### config.mk
export PLATFORM = sky130hd
export DESIGN_NAME = serial_bit_latch
export DESIGN_NICKNAME = d
export VERILOG_FILES = /design/src/rtl/sbl_pkg.sv /design/src/rtl/sbl_sync.sv /design/src/rtl/sbl_fall_det.sv /design/src/rtl/sbl_wptr.sv /design/src/rtl/sbl_store.sv /design/src/rtl/serial_bit_latch.sv
export SDC_FILE = /design/constraint.sdc
export NUM_CORES = 1
export LEC_CHECK = 0
export BUFFER_PORTS_ARGS = -buffer_cell sky130_fd_sc_hd__clkbuf_2
export CAP_MARGIN = 20
export CORE_UTILIZATION = 52
export DETAILED_ROUTE_END_ITERATION = 6
export GPL_ROUTABILITY_DRIVEN = 0
export PLACE_DENSITY_LB_ADDON = 0.05
export SLEW_MARGIN = 20
export SYNTH_ARGS = -nofsm -noshare
export SYNTH_HDL_FRONTEND = slang
export SYNTH_SLANG_ARGS = --single-unit
### constraint.sdc
create_clock -name clk -period 1.7 [get_ports clk]
set_clock_uncertainty 0.2 [all_clocks]
set_input_delay 0.17 -clock clk [delete_from_list [all_inputs] [get_ports clk]]
set_output_delay 0.17 -clock clk [all_outputs]
set_load 0.01 [all_outputs]
### src/rtl/sbl_pkg.sv
package sbl_pkg;
  localparam int unsigned SBL_ENTRIES_DEF = 8;
  localparam int unsigned SBL_SYNC_DEF    = 2;

  // Bit positions inside the synchronized input bundle
  localparam int unsigned SBL_IDX_INC = 0;
  localparam int unsigned SBL_IDX_STB = 1;
  localparam int unsigned SBL_IDX_DAT = 2;
  localparam int unsigned SBL_BUNDLE  = 3;
endpackage

### src/rtl/sbl_sync.sv
module sbl_sync #(
  parameter int unsigned WIDTH  = 3,
  parameter int unsigned STAGES = 2
) (
  input  logic             clk,
  input  logic             rst_n,
  input  logic [WIDTH-1:0] async_i,
  output logic [WIDTH-1:0] sync_o
);
  logic [WIDTH-1:0] stage_q [STAGES];

  always_ff @(posedge clk or negedge rst_n) begin
    if (!rst_n) stage_q[0] <= '0;
    else        stage_q[0] <= async_i;
  end

  for (genvar s = 1; s < STAGES; s++) begin : g_stage
    always_ff @(posedge clk or negedge rst_n) begin
      if (!rst_n) stage_q[s] <= '0;
      else        stage_q[s] <= stage_q[s-1];
    end
  end

  assign sync_o = stage_q[STAGES-1];
endmodule

### src/rtl/sbl_fall_det.sv
module sbl_fall_det #(
  parameter int unsigned WIDTH = 2
) (
  input  logic             clk,
  input  logic             rst_n,
  input  logic [WIDTH-1:0] lvl_i,
  output logic [WIDTH-1:0] fall_o
);
  logic [WIDTH-1:0] prev_q;

  always_ff @(posedge clk or negedge rst_n) begin
    if (!rst_n) prev_q <= '0;
    else        prev_q <= lvl_i;
  end

  assign fall_o = prev_q & ~lvl_i;
endmodule

### src/rtl/sbl_wptr.sv
module sbl_wptr #(
  parameter int unsigned ENTRIES = 8,
  localparam int unsigned PTR_W  = $clog2(ENTRIES)
) (
  input  logic             clk,
  input  logic             rst_n,
  input  logic             clr_i,
  input  logic             inc_fall_i,
  input  logic             stb_fall_i,
  output logic [PTR_W-1:0] ptr_o,
  output logic             full_o
);
  localparam logic [PTR_W-1:0] LAST = PTR_W'(ENTRIES - 1);

  logic [PTR_W-1:0] ptr_q, ptr_d;
  logic             full_q, full_d;
  logic             ptr_en, full_en;

  always_comb begin
    ptr_en  = clr_i | inc_fall_i;
    ptr_d   = ptr_q;
    if (clr_i)                ptr_d = '0;
    else if (ptr_q == LAST)   ptr_d = '0;
    else                      ptr_d = ptr_q + PTR_W'(1);
  end

  always_comb begin
    full_en = clr_i | (stb_fall_i & (ptr_q == LAST));
    full_d  = ~clr_i;
  end

  always_ff @(posedge clk or negedge rst_n) begin
    if (!rst_n)      ptr_q <= '0;
    else if (ptr_en) ptr_q <= ptr_d;
  end

  always_ff @(posedge clk or negedge rst_n) begin
    if (!rst_n)       full_q <= 1'b0;
    else if (full_en) full_q <= full_d;
  end

  assign ptr_o  = ptr_q;
  assign full_o = full_q;

  AST_PTR_HOLD: assert property (@(posedge clk) disable iff (!rst_n)
    (!clr_i && !inc_fall_i) |=> $stable(ptr_q));
  AST_PTR_STEP: assert property (@(posedge clk) disable iff (!rst_n)
    (!clr_i && inc_fall_i && ptr_q != LAST) |=> (ptr_q == $past(ptr_q) + PTR_W'(1)));
  AST_PTR_WRAP: assert property (@(posedge clk) disable iff (!rst_n)
    (!clr_i && inc_fall_i && ptr_q == LAST) |=> (ptr_q == '0));
  AST_FULL_STICKY: assert property (@(posedge clk) disable iff (!rst_n)
    (full_q && !clr_i) |=> full_q);
  AST_FULL_CAUSE: assert property (@(posedge clk) disable iff (!rst_n)
    $rose(full_q) |-> $past(stb_fall_i && ptr_q == LAST && !clr_i));
  AST_CLR_PTR: assert property (@(posedge clk) disable iff (!rst_n)
    clr_i |=> (ptr_q == '0 && !full_q));
endmodule

### src/rtl/sbl_store.sv
module sbl_store #(
  parameter int unsigned ENTRIES = 8,
  localparam int unsigned PTR_W  = $clog2(ENTRIES)
) (
  input  logic               clk,
  input  logic               rst_n,
  input  logic               clr_i,
  input  logic               wr_lvl_i,
  input  logic [PTR_W-1:0]   wr_ptr_i,
  input  logic               wr_dat_i,
  output logic [ENTRIES-1:0] bits_o
);
  logic [ENTRIES-1:0] bits_q;

  for (genvar i = 0; i < ENTRIES; i++) begin : g_entry
    logic sel, en, d;
    always_comb begin
      sel = wr_lvl_i & (wr_ptr_i == PTR_W'(i));
      en  = clr_i | sel;
      d   = clr_i ? 1'b0 : wr_dat_i;
    end
    always_ff @(posedge clk or negedge rst_n) begin
      if (!rst_n)  bits_q[i] <= 1'b0;
      else if (en) bits_q[i] <= d;
    end
  end

  assign bits_o = bits_q;

  AST_IDLE_HOLD: assert property (@(posedge clk) disable iff (!rst_n)
    (!wr_lvl_i && !clr_i) |=> $stable(bits_q));
  AST_ONE_CHANGE: assert property (@(posedge clk) disable iff (!rst_n)
    !clr_i |=> ($countones(bits_q ^ $past(bits_q)) <= 1));
  AST_CLR_EMPTY: assert property (@(posedge clk) disable iff (!rst_n)
    clr_i |=> (bits_q == '0));
endmodule

### src/rtl/serial_bit_latch.sv
module serial_bit_latch
  import sbl_pkg::*;
#(
  parameter int unsigned ENTRIES     = SBL_ENTRIES_DEF,
  parameter int unsigned SYNC_STAGES = SBL_SYNC_DEF
) (
  input  logic               clk,
  input  logic               rst_n,
  input  logic               ser_d_i,
  input  logic               stb_i,
  input  logic               inc_i,
  input  logic               clr_i,
  input  logic               en_n_i,
  output logic [ENTRIES-1:0] q_o,
  output logic               q_oe_o,
  output logic               full_n_o
);
  localparam int unsigned PTR_W = $clog2(ENTRIES);

  logic [SBL_BUNDLE-1:0] raw, synced;
  logic [1:0]            falls;
  logic [PTR_W-1:0]      ptr;
  logic                  full;
  logic [ENTRIES-1:0]    bits;

  always_comb begin
    raw              = '0;
    raw[SBL_IDX_INC] = inc_i;
    raw[SBL_IDX_STB] = stb_i;
    raw[SBL_IDX_DAT] = ser_d_i;
  end

  sbl_sync #(.WIDTH(SBL_BUNDLE), .STAGES(SYNC_STAGES)) i_sync (
    .clk(clk), .rst_n(rst_n), .async_i(raw), .sync_o(synced)
  );

  sbl_fall_det #(.WIDTH(2)) i_fall (
    .clk(clk), .rst_n(rst_n),
    .lvl_i({synced[SBL_IDX_STB], synced[SBL_IDX_INC]}),
    .fall_o(falls)
  );

  sbl_wptr #(.ENTRIES(ENTRIES)) i_wptr (
    .clk(clk), .rst_n(rst_n), .clr_i(clr_i),
    .inc_fall_i(falls[0]), .stb_fall_i(falls[1]),
    .ptr_o(ptr), .full_o(full)
  );

  sbl_store #(.ENTRIES(ENTRIES)) i_store (
    .clk(clk), .rst_n(rst_n), .clr_i(clr_i),
    .wr_lvl_i(synced[SBL_IDX_STB]), .wr_ptr_i(ptr),
    .wr_dat_i(synced[SBL_IDX_DAT]), .bits_o(bits)
  );

  assign q_oe_o   = ~en_n_i;
  assign q_o      = en_n_i ? '0 : bits;
  assign full_n_o = ~full;

  AST_FLAG_CLR: assert property (@(posedge clk) disable iff (!rst_n)
    clr_i |=> full_n_o);
  AST_OUT_GATE: assert property (@(posedge clk) disable iff (!rst_n)
    !q_oe_o |-> (q_o == '0));
endmodule

Word level (Yosys, flattened, before mapping)
Index checks and enable logic that the tools add are counted.
Widths: inputs -> output; s select.
{ "classes": {"add_sub_neg": 1, "n_eq_ne": 7, "n_mux": 4, "n_bitwise": 24, "reduce_logical": 1} }
{ "ops": {"columns": ["op", "count"], "rows": [
  ["$eq 3x3->1 const B", 4],
  ["$or 1x1->1", 10],
  ["$and 1x1->1", 9],
  ["$mux 8", 1],
  ["$eq 3x2->1 const B", 2],
  ["$mux 3", 2],
  ["$add 3x1->3 const B", 1],
  ["$eq 3x1->1 const B", 1],
  ["$logic_not 3->1", 1],
  ["$not 1->1", 3],
  ["$and 2x2->2", 1],
  ["$not 2->2", 1],
  ["$mux 1", 1]
]} }
{ "totals": {"register_bits": 20, "in_bits": 7, "elab_cells": 50} }

Depth between registers and ports, before layout
Gate-level depths: netlist (run 1).
{ "depth": {"ltp_word": 4, "mapped_depth": 5, "mapped_depth_nobuf": 5} }

Cells and area by module
From an unflattened synthesis (run 1), not the netlist that was laid out.
{ "unflattened": {"hier_cells": 72, "hier_area_um2": 919.6} }
{ "by_module_without_submodules": {"columns": ["module", "instances", "cells_per_inst", "area_per_inst_um2", "seq_area_each_um2"], "rows": [
  ["sbl_store", 1, 34, 426.7, 200.2],
  ["sbl_wptr", 1, 15, 185.2, 100.1],
  ["sbl_sync", 1, 9, 172.7, 150.1],
  ["sbl_fall_det", 1, 4, 77.6, 50.0],
  ["serial_bit_latch", 1, 10, 57.6, 0.0]
]} }

Worst setup path after synthesis (run 1)
OpenSTA, ideal clock, no wires.
{ "synth_path": {"path_type": "register to register", "startpoint": "reg i_wptr.ptr_q[0] (netlist: i_wptr.ptr_o[0])", "endpoint": "reg i_wptr.ptr_q[2] (netlist: i_wptr.ptr_o[2])", "setup_time_ps": 94, "arrival_time_ps": 1050, "setup_slack_ps": 356, "path_stages_with_launch": 4, "path_buffers": 0, "period_less_slack_ps": 1344, "cell_sequence": "dfrtp_1 > ha_1 > ha_1 > a211oi_1"} }
{ "synth_via": {"elab_chain_cells": 3} }
{ "synth_lines": {"columns": ["item", "line", "rtl"], "rows": [
  ["from (decl)", "sbl_wptr.sv:15", "logic [PTR_W-1:0] ptr_q, ptr_d;"],
  ["from (signal assigned)", "sbl_wptr.sv:34", "else if (ptr_en) ptr_q <= ptr_d;"],
  ["$add 3x1->3 or $eq 3x3->1 (tied branches)", "sbl_wptr.sv:24, sbl_wptr.sv:23", null],
  ["$mux 3 (*)", "sbl_wptr.sv:23", "else if (ptr_q == LAST) ptr_d = '0;"],
  ["$mux 3 (*)", "sbl_wptr.sv:22", "if (clr_i) ptr_d = '0;"]
]} }
Mark *: on every way between the ends. The rest lies on a longest branch, timed or not.
A chain may end at the register's enable or synchronous reset.

Final worst setup path (run 1)
{ "layout_path": {"startpoint": "reg i_wptr.ptr_q[0] (netlist: i_wptr.ptr_o[0])", "endpoint": "reg i_wptr.ptr_q[0] (netlist: i_wptr.ptr_o[0])"} }
The elaborated chain is that of the path after synthesis.

==> flow_summary_export.csv, run 1 <==
group,metric,value,unit
outcome,status,"finished with violations",
outcome,violations,"design-rule violations",
timing,fmaxAchievable,0.688,GHz
global_route,grt_pass1_vias,578,
global_route,grt_pass1_wl,2440,um
placement,hpwl,932,um
global_route,grt_max_degree,21,
cts,clk_pin_slew,0.11,ns
logic_synthesis,ys_seq_elements,20,
timing,setup_ws,0.246,ns
cts,cts.sinks,20,
placement,preCtsSetupSlack,0.267,ns
cts,clock_latency,0.29,ns
route,firstDrtPassIters,6,
flow_run,maxCapViolations,0,
setup_path,crit_chain,"ha_1, ha_1, nor2_1, mux2i_1, nor2_1",
logic_synthesis,synth_area_per_cell,11.4,um^2
timing,fin_crit_sh,85.5,%
logic_synthesis,yosys_warnings,0,
power,leakage,0.000543,uW
cts,root_buffer,"clkbuf_4",
placement,portBuffers,16,
logic_synthesis,syn_nets,91,
logic_synthesis,syn_inst,78,
power,power_density,811,nW/um^2
global_route,antenna_found_initial,0,
cts,clockBufferDepth,2,
die,start_util,57.1,%
route,wl_per_cell,12.0,um
die,fp.dieW,43.4,um
timing,setup_viol,0,
setup_path,cp_slowest_cell,"dfrtp_1",
setup_path,critPathCaptureType,"register",
finish,layout.cells.non_filler,115,
logic_synthesis,synth-seq-area-share,56.2,%
setup_path,cp_max_fo,5,
timing,rsz0062_at_grt,"false",
cts,cts_resized,0,
finish,synthToLayoutAreaGrowth,17.3,%
setup_path,worst-path-buf-inv,0,
placement,dpl.cell_count,107,
setup_path,critical_path_class,"reg2reg",
route,vias_per_cell,5.09,
power,peakVddDrop,0.669,mV
worst_hold_path,hp-class,"in2reg",
die,die_h,43.4,um
logic_synthesis,synth.distinct_cells,15,
finish,drive_gt1_share,21.2,%
timing,worstMarginPinSlew,0.488,ns
timing,report.final.slew_viol_count,0,
timing,min_period,1.45,ns
cts,cts_max_level,1,
route,wl,1380,um
timing,tns,0,ns
finish,final_nets,113,
logic_synthesis,synthesis.area,891,um^2
finish,n_fill_cell,121,
die,design.core.area,1560,um^2
setup_path,slowest_delay,0.44,ns
route,detail-route-antenna-nets,0,
setup_path,arrival,1.49,ns
setup_path,critPathTopFamily,"adder cells",
cts,postCtsSetupBuffers,0,
global_route,globalRoute.totalOverflow,0,
finish,fin_util,67.0,%
global_route,grt.total_usage,17.9,%
cts,cts_buffers,3,
cts,tritoncts,"yes",
route,drc,6,
setup_path,crit_required,1.73,ns
finish,mostFrequentLayoutCell,"dfrtp_1",
finish,n_antenna_cell,0,
timing,slew_headroom,67.5,%
die,rows,14,
route,vias,585,
route,drtIter0Drc,10,
power,p_total,847,uW
setup_path,start_kind,"register",
die,io_pins,17,
timing,hold_violations,0,
die,die_area,1880,um^2
finish,most-common-layout-cells,"dfrtp_1, clkbuf_2, nor2_1",
[through the flow]
step                hold slack, ns  instance area (um^2)
detailed placement         -0.0417                   968
floorplan                   -0.326                   891
global placement           -0.0480                   968
global route                0.0358                  1040
finish                      0.0136                  1040
CTS                        0.00372                  1040
[power breakdown]
part	total [uW]	internal, uW	switching [uW]
Sequential	510	492	17.9
Combinational	69.4	32.4	37.0
Clock	267	130	137
Total	847	655	192
[flip-flops by register name (all words and copies together) (netlist names)]
register / cells
i_wptr.full_o: 1
i_sync.sync_o: 3
i_store.bits_o: 8
i_fall.prev_q: 2
i_wptr.ptr_o: 3
i_sync.stage_q: 3
[metal layers]
layer,global-route usage [%],routed length [um],up-vias
li1,-,-,296
met4,9.38,9,0
met1,24.6,683,272
met2,27.9,640,15
met3,2.50,49,2
met5,0,0,-
[cells by family after synthesis]
logic type | synth area share (%)
AO/OA/AOI/OAI | 2.53
adder cells (fa/ha/maj) | 8.43
buffers and inverters | 4.63
flip-flops | 56.2
multiplexers | 8.99
AND/OR/NAND/NOR | 19.2
[synthesized netlist by cell type]
cell	instances	area share, %
ha_1	6	8.4
nor2b_4	1	1.5
nor2_1	10	4.2
dfrtp_1	20	56
buf_4	1	0.84
nand3b_1	4	3.4
inv_1	5	2.1
clkbuf_1	1	0.42
buf_6	1	1.3
nand2_1	4	1.7
nor2b_1	8	5.6
nand3_1	5	2.8
a21oi_1	3	1.7
mux2i_1	8	9.0
a211oi_1	1	0.84
[path summary, 6_finish.rpt]
path	to	cells after the start	slack [ns]	from
min reg2reg	i_sync.sync_o[0]	0	0.16	i_sync.stage_q[3]
min	i_store.bits_o[7]	2	0.01	clr_i
max reg2reg	i_wptr.ptr_o[0]	5	0.25	i_wptr.ptr_o[0]
max in group asynchronous	i_fall.prev_q[0]	2	0.81	rst_n
max	i_wptr.ptr_o[0]	5	0.25	i_wptr.ptr_o[0]
min in group asynchronous	i_sync.sync_o[2]	2	0.15	rst_n
[repair_timing]
action                                  4_1_cts  5_1_grt
hold buffers                                  4        0
endpoints found under the hold margin        23        0
endpoints found under the setup margin        0        0
[final cells by class]
cell class                 count  area (um^2)  area share, %
timing repair buffer          20          120           11.5
clock buffer                   4         36.3           3.47
tap                           16         20.0           1.92
sequential                    20          500           47.9
multi-input combinational     50          349           33.4
inverter                       5         18.8           1.80
No activity file was read; power rests on OpenSTA's default activity.
==> run 2, diff against run 1 <==
--- a/config.mk
+++ b/config.mk
@@ -5,9 +5,10 @@
 export SDC_FILE = /design/constraint.sdc
 export NUM_CORES = 1
 export LEC_CHECK = 0
+export ABC_AREA = 1
 export BUFFER_PORTS_ARGS = -buffer_cell sky130_fd_sc_hd__clkbuf_2
 export CAP_MARGIN = 20
-export CORE_UTILIZATION = 52
+export CORE_UTILIZATION = 53
 export DETAILED_ROUTE_END_ITERATION = 6
 export GPL_ROUTABILITY_DRIVEN = 0
 export PLACE_DENSITY_LB_ADDON = 0.05
==> run 2 against run 1 <==
  * The run now ends clean
  * Count of clock-buffer cells in the layout is 1 lower
  * Final cell count rose by 28%
  * Via count is 23% higher
  * Routed wire length up 15%
  * Clock power grew 43%
  * Sequential share of layout area shrank 3.5 points
  * Combinational power increased by 59%
  * Critical endpoint is now i_store.bits_o[7]
==> flow_summary_export.csv, run 2 <==
group,metric,value,unit
cts,cts_buffers,3,
finish,largest_reg_flops,8,
logic_synthesis,yosys.cell_count.top_type,"nand2_1",
logic_synthesis,async_flop_share,100,%
cts,root_buffer,"clkbuf_4",
timing,worstMarginPinSlew,0.481,ns
flow_run,maxCapViolations,0,
setup_path,cp_slowest_cell,"dfrtp_1",
die,design.core.area,1580,um^2
worst_hold_path,hp-class,"in2async",
power,power_density,897,nW/um^2
die,start_util,59.8,%
cts,cts_max_level,1,
power,combPwrFrac,10.9,%
finish,final_nets,145,
finish,n_antenna_cell,0,
timing,fmaxAchievable,0.705,GHz
power,intPower,784,uW
logic_synthesis,synth-main-ff-cell,"dfrtp_1",
logic_synthesis,synth_area_leader_cell,"dfrtp_1",
route,vias_per_cell,4.88,
global_route,grt_pass1_wl,2530,um
placement,portBuffers,16,
timing,hold_violations,0,
route,wl,1590,um
logic_synthesis,yosys_warnings,0,
power,peakVddDrop,0.591,mV
placement,preCtsSetupSlack,0.290,ns
global_route,grt_max_degree,21,
power,seqPwrFrac,51.3,%
die,fp.dieW,44.2,um
setup_path,reg2reg_depth,6,
timing,setup_ws,0.282,ns
route,drc,0,
timing,slew_headroom,68.0,%
logic_synthesis,synth.distinct_cells,17,
cts,clockBufferDepth,2,
global_route,antenna_found_initial,0,
timing,fin_crit_sh,83.4,%
route,detail-route-antenna-nets,0,
outcome,status,"completed",
power,p_switching,225,uW
route,firstDrtPassIters,6,
placement,hpwl,1110,um
cts,cts_resized,0,
setup_path,cp_max_fo,4,
logic_synthesis,synth_area_leaders,"dfrtp_1, nand2_1, ha_1",
finish,mostFrequentLayoutCell,"nand2_1",
setup_path,slowest_delay,0.42,ns
logic_synthesis,syn_inst,109,
setup_path,crit_chain,"ha_1, ha_1, nand2_1, nand2_4, nand2_2, o21ai_2",
cts,tritoncts,"yes",
finish,most-common-layout-cells,"nand2_1, inv_1, dfrtp_1",
route,drtIter0Drc,10,
power,p_clk_share,37.8,%
logic_synthesis,synth_area_per_cell,8.66,um^2
global_route,grt_pass1_vias,628,
global_route,globalRoute.totalOverflow,0,
logic_synthesis,synth-seq-area-share,53.1,%
setup_path,rr_endpoint,"i_store.bits_o[7]",
cts,clk_pin_slew,0.11,ns
setup_path,crit_required,1.70,ns
logic_synthesis,synth_top_area_share,53.1,%
logic_synthesis,synth_common_cells,"nand2_1, dfrtp_1, inv_1, nor2_1, nand3_1",
die,die_area,1950,um^2
logic_synthesis,syn_nets,122,
power,leakage,0.000620,uW
global_route,grt.total_usage,18.3,%
setup_path,critical_path_class,"reg2reg",
setup_path,cpMostUsedCell,"ha_1",
finish,synthToLayoutAreaGrowth,19.4,%
setup_path,start_kind,"register",
timing,tns,0,ns
power,p_sw_share,22.3,%
logic_synthesis,synth_edf_count,0,
die,io_pins,17,
route,vias,717,
timing,setup_viol,0,
timing,min_period,1.42,ns
die,rows,14,
setup_path,critPathCaptureType,"register",
setup_path,arrival,1.42,ns
cts,clock_latency,0.30,ns
logic_synthesis,synthesis.area,943,um^2
finish,n_fill_cell,121,
cts,cts.sinks,20,
finish,drive_gt1_share,19.1,%
timing,report.final.slew_viol_count,0,
setup_path,reg2reg_from,"i_wptr.ptr_o[0]",
logic_synthesis,ys_seq_elements,20,
setup_path,rrSetupSlack,0.28,ns
route,wl_per_cell,10.8,um
die,die_h,44.2,um
timing,rsz0062_at_grt,"false",
[run 2: worst max-delay path by stage]
stage / from / end / slack, ns / cells past startpoint
3_5_place_dp: i_wptr.ptr_o[0] / i_store.bits_o[7] / 0.29 / 6
4_1_cts: i_wptr.ptr_o[0] / i_store.bits_o[7] / 0.27 / 6
5_1_grt: i_wptr.ptr_o[0] / i_wptr.ptr_o[0] / 0.15 / 5
6_report: i_wptr.ptr_o[0] / i_store.bits_o[7] / 0.28 / 6
2_1_floorplan: i_wptr.ptr_o[0] / i_store.bits_o[7] / 0.34 / 6
3_3_place_gp: i_wptr.ptr_o[0] / i_store.bits_o[7] / 0.31 / 6
[run 2: cell type report]
type                            count  area, um^2  area share (%)
Inverter                           21        78.8            7.00
Sequential cell                    20         500            44.4
Clock inverter                      1        30.0            2.67
Multi-Input combinational cell     65         344            30.6
Tap cell                           16        20.0            1.78
Timing Repair Buffer               21         130            11.6
Clock buffer                        3        22.5            2.00
[run 2: timing repair]
| action | in CTS | in global routing |
|---|---|---|
| setup buffers | 0 | 0 |
| hold endpoints to repair | 24 | 0 |
| hold buffers | 5 | 0 |
[run 2: power by group through the flow]
stage / clock network [uW] / logic, uW / registers, uW
after CTS: 392 / 112 / 518
final: 382 / 110 / 518
after global placement: 0 / 98.7 / 526
after global routing: 401 / 126 / 522
after detailed placement: 0 / 102 / 528
after floorplan: 0 / 69.8 / 522
[run 2: logic make-up (layout without fill, tap and decap cells)]
group / Yosys count / in the layout / synth area share, %
simple gates: 53 / 53 / 24.9
buf+inv: 24 / 46 / 10.5
flops: 20 / 20 / 53.1
fa+ha+maj: 6 / 6 / 7.96
compound gates: 6 / 6 / 3.58
[run 2: critical path: cells and delay by family (launching register included)]
| kind | cells | cell delay (ns) |
|---|---|---|
| AO/OA/AOI/OAI | 1 | 0.04 |
| flip-flops | 1 | 0.42 |
| AND/OR/NAND/NOR | 3 | 0.22 |
| adder cells (fa/ha/maj) | 2 | 0.44 |
[run 2: through the flow]
step	std cells	power [uW]	hold slack [ns]	area, um^2	utilization (%)
4_1_cts	147	1020	0.157	1130	71.4
2_1_floorplan	109	592	-0.326	943	-
3_5_place_dp	138	629	-0.0486	1020	64.9
5_1_grt	147	1050	0.178	1130	71.4
6_report	147	1010	0.144	1130	71.4
3_3_place_gp	138	625	-0.0514	1020	64.9
[run 2: routing by layer]
layer  global-route usage (%)  vias to the layer above  share of wire (%)
met5                        0                        -                  0
met4                     14.5                        0                2.6
met3                     2.45                        4                3.4
met2                     30.3                       17                 48
met1                     21.3                      326                 46
li1                         -                      370                  -
==> run 3, diff against run 2 <==
--- a/config.mk
+++ b/config.mk
@@ -8,7 +8,7 @@
 export ABC_AREA = 1
 export BUFFER_PORTS_ARGS = -buffer_cell sky130_fd_sc_hd__clkbuf_2
 export CAP_MARGIN = 20
-export CORE_UTILIZATION = 53
+export CORE_UTILIZATION = 48
 export DETAILED_ROUTE_END_ITERATION = 6
 export GPL_ROUTABILITY_DRIVEN = 0
 export PLACE_DENSITY_LB_ADDON = 0.05
==> constraint.sdc (replaced) <==
create_clock -name clk -period 1.3 [get_ports clk]
set_clock_uncertainty 0.2 [all_clocks]
set_input_delay 0.13 -clock clk [delete_from_list [all_inputs] [get_ports clk]]
set_output_delay 0.13 -clock clk [all_outputs]
set_load 0.01 [all_outputs]
==> run 3 against run 2 <==
  * Largest power group unchanged
  * Highest routed layer unchanged
  * Cell area increased by 16%
  * Critical endpoint is now i_wptr.ptr_o[2]
  * The run now ends with negative setup slack left
  * Total power grew 34%
  * Worst setup slack got worse by 0.37 ns
  * Global-route usage down 0.60 points
  * Critical path depth decreased by 1
  * Combinational power grew 56%
  * Count of clock-buffer cells in the layout is the same
  * First-iteration DRC count grew 30%
  * Die area grew 9.9%
==> flow_summary_export.csv, run 3 (synthesis results as in run 2) <==
group,metric,value,unit
finish,fin_util,73.3,%
setup_path,rr_endpoint,"i_wptr.ptr_o[2]",
setup_path,slowest_delay,0.47,ns
timing,setup_ws,-0.0866,ns
timing,fmaxAchievable,0.721,GHz
setup_path,critPathTopFamily,"flip-flops",
worst_hold_path,hp-class,"in2reg",
cts,clk_pin_slew,0.11,ns
power,seqPwrFrac,50.5,%
cts,cts_max_level,1,
worst_hold_path,worstHoldPathCells,4,
finish,drive_gt1_share,41.2,%
die,rows,15,
placement,hpwl,1160,um
global_route,grt_pass1_wl,2700,um
setup_path,critical_path_class,"reg2reg",
timing,worstMarginPinSlew,0.479,ns
cts,clockBufferDepth,2,
die,fp.dieW,46.3,um
timing,min_period,1.39,ns
route,vias_per_cell,4.65,
finish,most-common-layout-cells,"nand2_1, dfrtp_1, inv_1, nor2_1, clkbuf_2",
finish,final_nets,150,
setup_path,critPathCaptureType,"register",
route,firstDrtPassIters,4,
setup_path,crit_required,1.29,ns
setup_path,rrSetupSlack,-0.09,ns
worst_hold_path,hold_end,"i_store.bits_o[7]",
finish,n_antenna_cell,0,
placement,place_area,1050,um^2
timing,setup_viol,6,
finish,largest_reg_flops,8,
timing,rsz0062_at_grt,"true",
setup_path,cp_slowest_cell,"dfrtp_2",
route,drtIter0Drc,13,
die,die_area,2150,um^2
setup_path,crit_chain,"ha_4, ha_4, inv_2, nand3_2, o21ai_1",
global_route,grt.total_usage,17.7,%
cts,cts_buffers,3,
timing,hold_violations,0,
setup_path,reg2reg_depth,5,
placement,portBuffers,16,
route,vias,748,
cts,clock_latency,0.30,ns
finish,final_cell_area,1310,um^2
cts,tritoncts,"yes",
flow_run,maxCapViolations,0,
worst_hold_path,worstHoldStart,"clr_i",
outcome,violations,"negative setup slack",
setup_path,worst-path-buf-inv,1,
finish,synthToLayoutAreaGrowth,38.6,%
finish,multi_input_area,459,um^2
power,leakage,0.000653,uW
setup_path,reg2reg_from,"i_wptr.ptr_o[1]",
outcome,status,"finished with violations",
global_route,grt_max_degree,21,
route,wl_per_cell,11.5,um
power,combPwrFrac,12.7,%
power,power_density,1040,nW/um^2
setup_path,arrival,1.38,ns
route,detail-route-antenna-nets,0,
global_route,antenna_found_initial,0,
die,design.core.area,1780,um^2
die,io_pins,17,
finish,mostFrequentLayoutCell,"nand2_1",
power,peakVddDrop,0.790,mV
route,wl,1860,um
timing,slew_headroom,68.1,%
global_route,grt_pass1_vias,642,
cts,root_buffer,"clkbuf_4",
finish,n_fill_cell,131,
setup_path,cp_max_fo,3,
die,start_util,52.9,%
route,drc,0,
cts,cts.sinks,20,
die,die_h,46.3,um
global_route,globalRoute.totalOverflow,0,
finish,register_area,505,um^2
timing,tns,-0.353,ns
timing,report.final.slew_viol_count,0,
setup_path,cpMostUsedCell,"ha_4",
power,p_sw_share,23.2,%
power,p_clk_share,36.8,%
timing,fin_crit_sh,107,%
power,p_switching,314,uW
setup_path,start_kind,"register",
power,intPower,1040,uW
run 3: area by class of cell:
class,instances,area share (%)
inverters,21,6.41
flip-flops and latches,20,38.7
repair buffers,26,13.4
well taps,25,2.39
clock inverters,1,2.30
multi-input cells,65,35.1
clock buffers,3,1.72
run 3: repair_timing:
| item | in CTS | in global routing |
|---|---|---|
| endpoints found under the setup margin | 8 | 14 |
| hold endpoints to repair | 28 | 0 |
| buffers inserted | 1 | 2 |
| resized for setup | 12 | 25 |
| pin swaps | 2 | 8 |
| hold buffers | 5 | 0 |
run 3: metrics by stage:
| step | hold slack, ns | std cells | setup WS, ns | power, uW |
|---|---|---|---|---|
| finish | 0.0433 | 161 | -0.0866 | 1360 |
| global placement | -0.0825 | 149 | -0.0525 | 820 |
| detailed placement | -0.0882 | 149 | -0.0753 | 827 |
| global route | 0.0562 | 161 | -0.129 | 1410 |
| CTS | 0.0311 | 159 | -0.0616 | 1350 |
| floorplan | -0.366 | 109 | -0.00429 | 774 |
run 3: power by group through the flow:
stage	clock network, uW	registers (uW)	logic (uW)
after global placement	0	689	131
after detailed placement	0	691	135
after floorplan	0	683	91.3
after CTS	510	681	156
final	500	686	172
after global routing	529	690	193
run 3: worst max path at each step:
stage	startpoint	endpoint	slack [ns]	cells past startpoint
2_1_floorplan	i_wptr.ptr_o[0]	i_wptr.ptr_o[2]	-0.004	5
3_3_place_gp	i_wptr.ptr_o[0]	i_store.bits_o[7]	-0.05	6
3_5_place_dp	i_wptr.ptr_o[0]	i_store.bits_o[7]	-0.08	6
4_1_cts	i_wptr.ptr_o[0]	i_store.bits_o[0]	-0.06	6
5_1_grt	i_wptr.ptr_o[1]	i_wptr.ptr_o[2]	-0.13	5
6_report	i_wptr.ptr_o[1]	i_wptr.ptr_o[2]	-0.09	5
run 3: per-layer routing:
layer  routed length (um)  up-vias  track usage, %  part of all wire (%)
li1                     -      382               -                     -
met1                  819      341            23.1                    44
met2                  932       21            28.6                    50
met3                   69        4            2.35                   3.7
met4                   35        0            8.82                   1.9
met5                    0        -               0                     0
run 3: worst register-to-register path: cells and delay by family, from the launching register on:
family | cells | cell delay (ns)
AO/OA/AOI/OAI | 1 | 0.07
AND/OR/NAND/NOR | 1 | 0.06
flip-flops | 1 | 0.47
adder cells (fa/ha/maj) | 2 | 0.46
buffers and inverters | 1 | 0.03
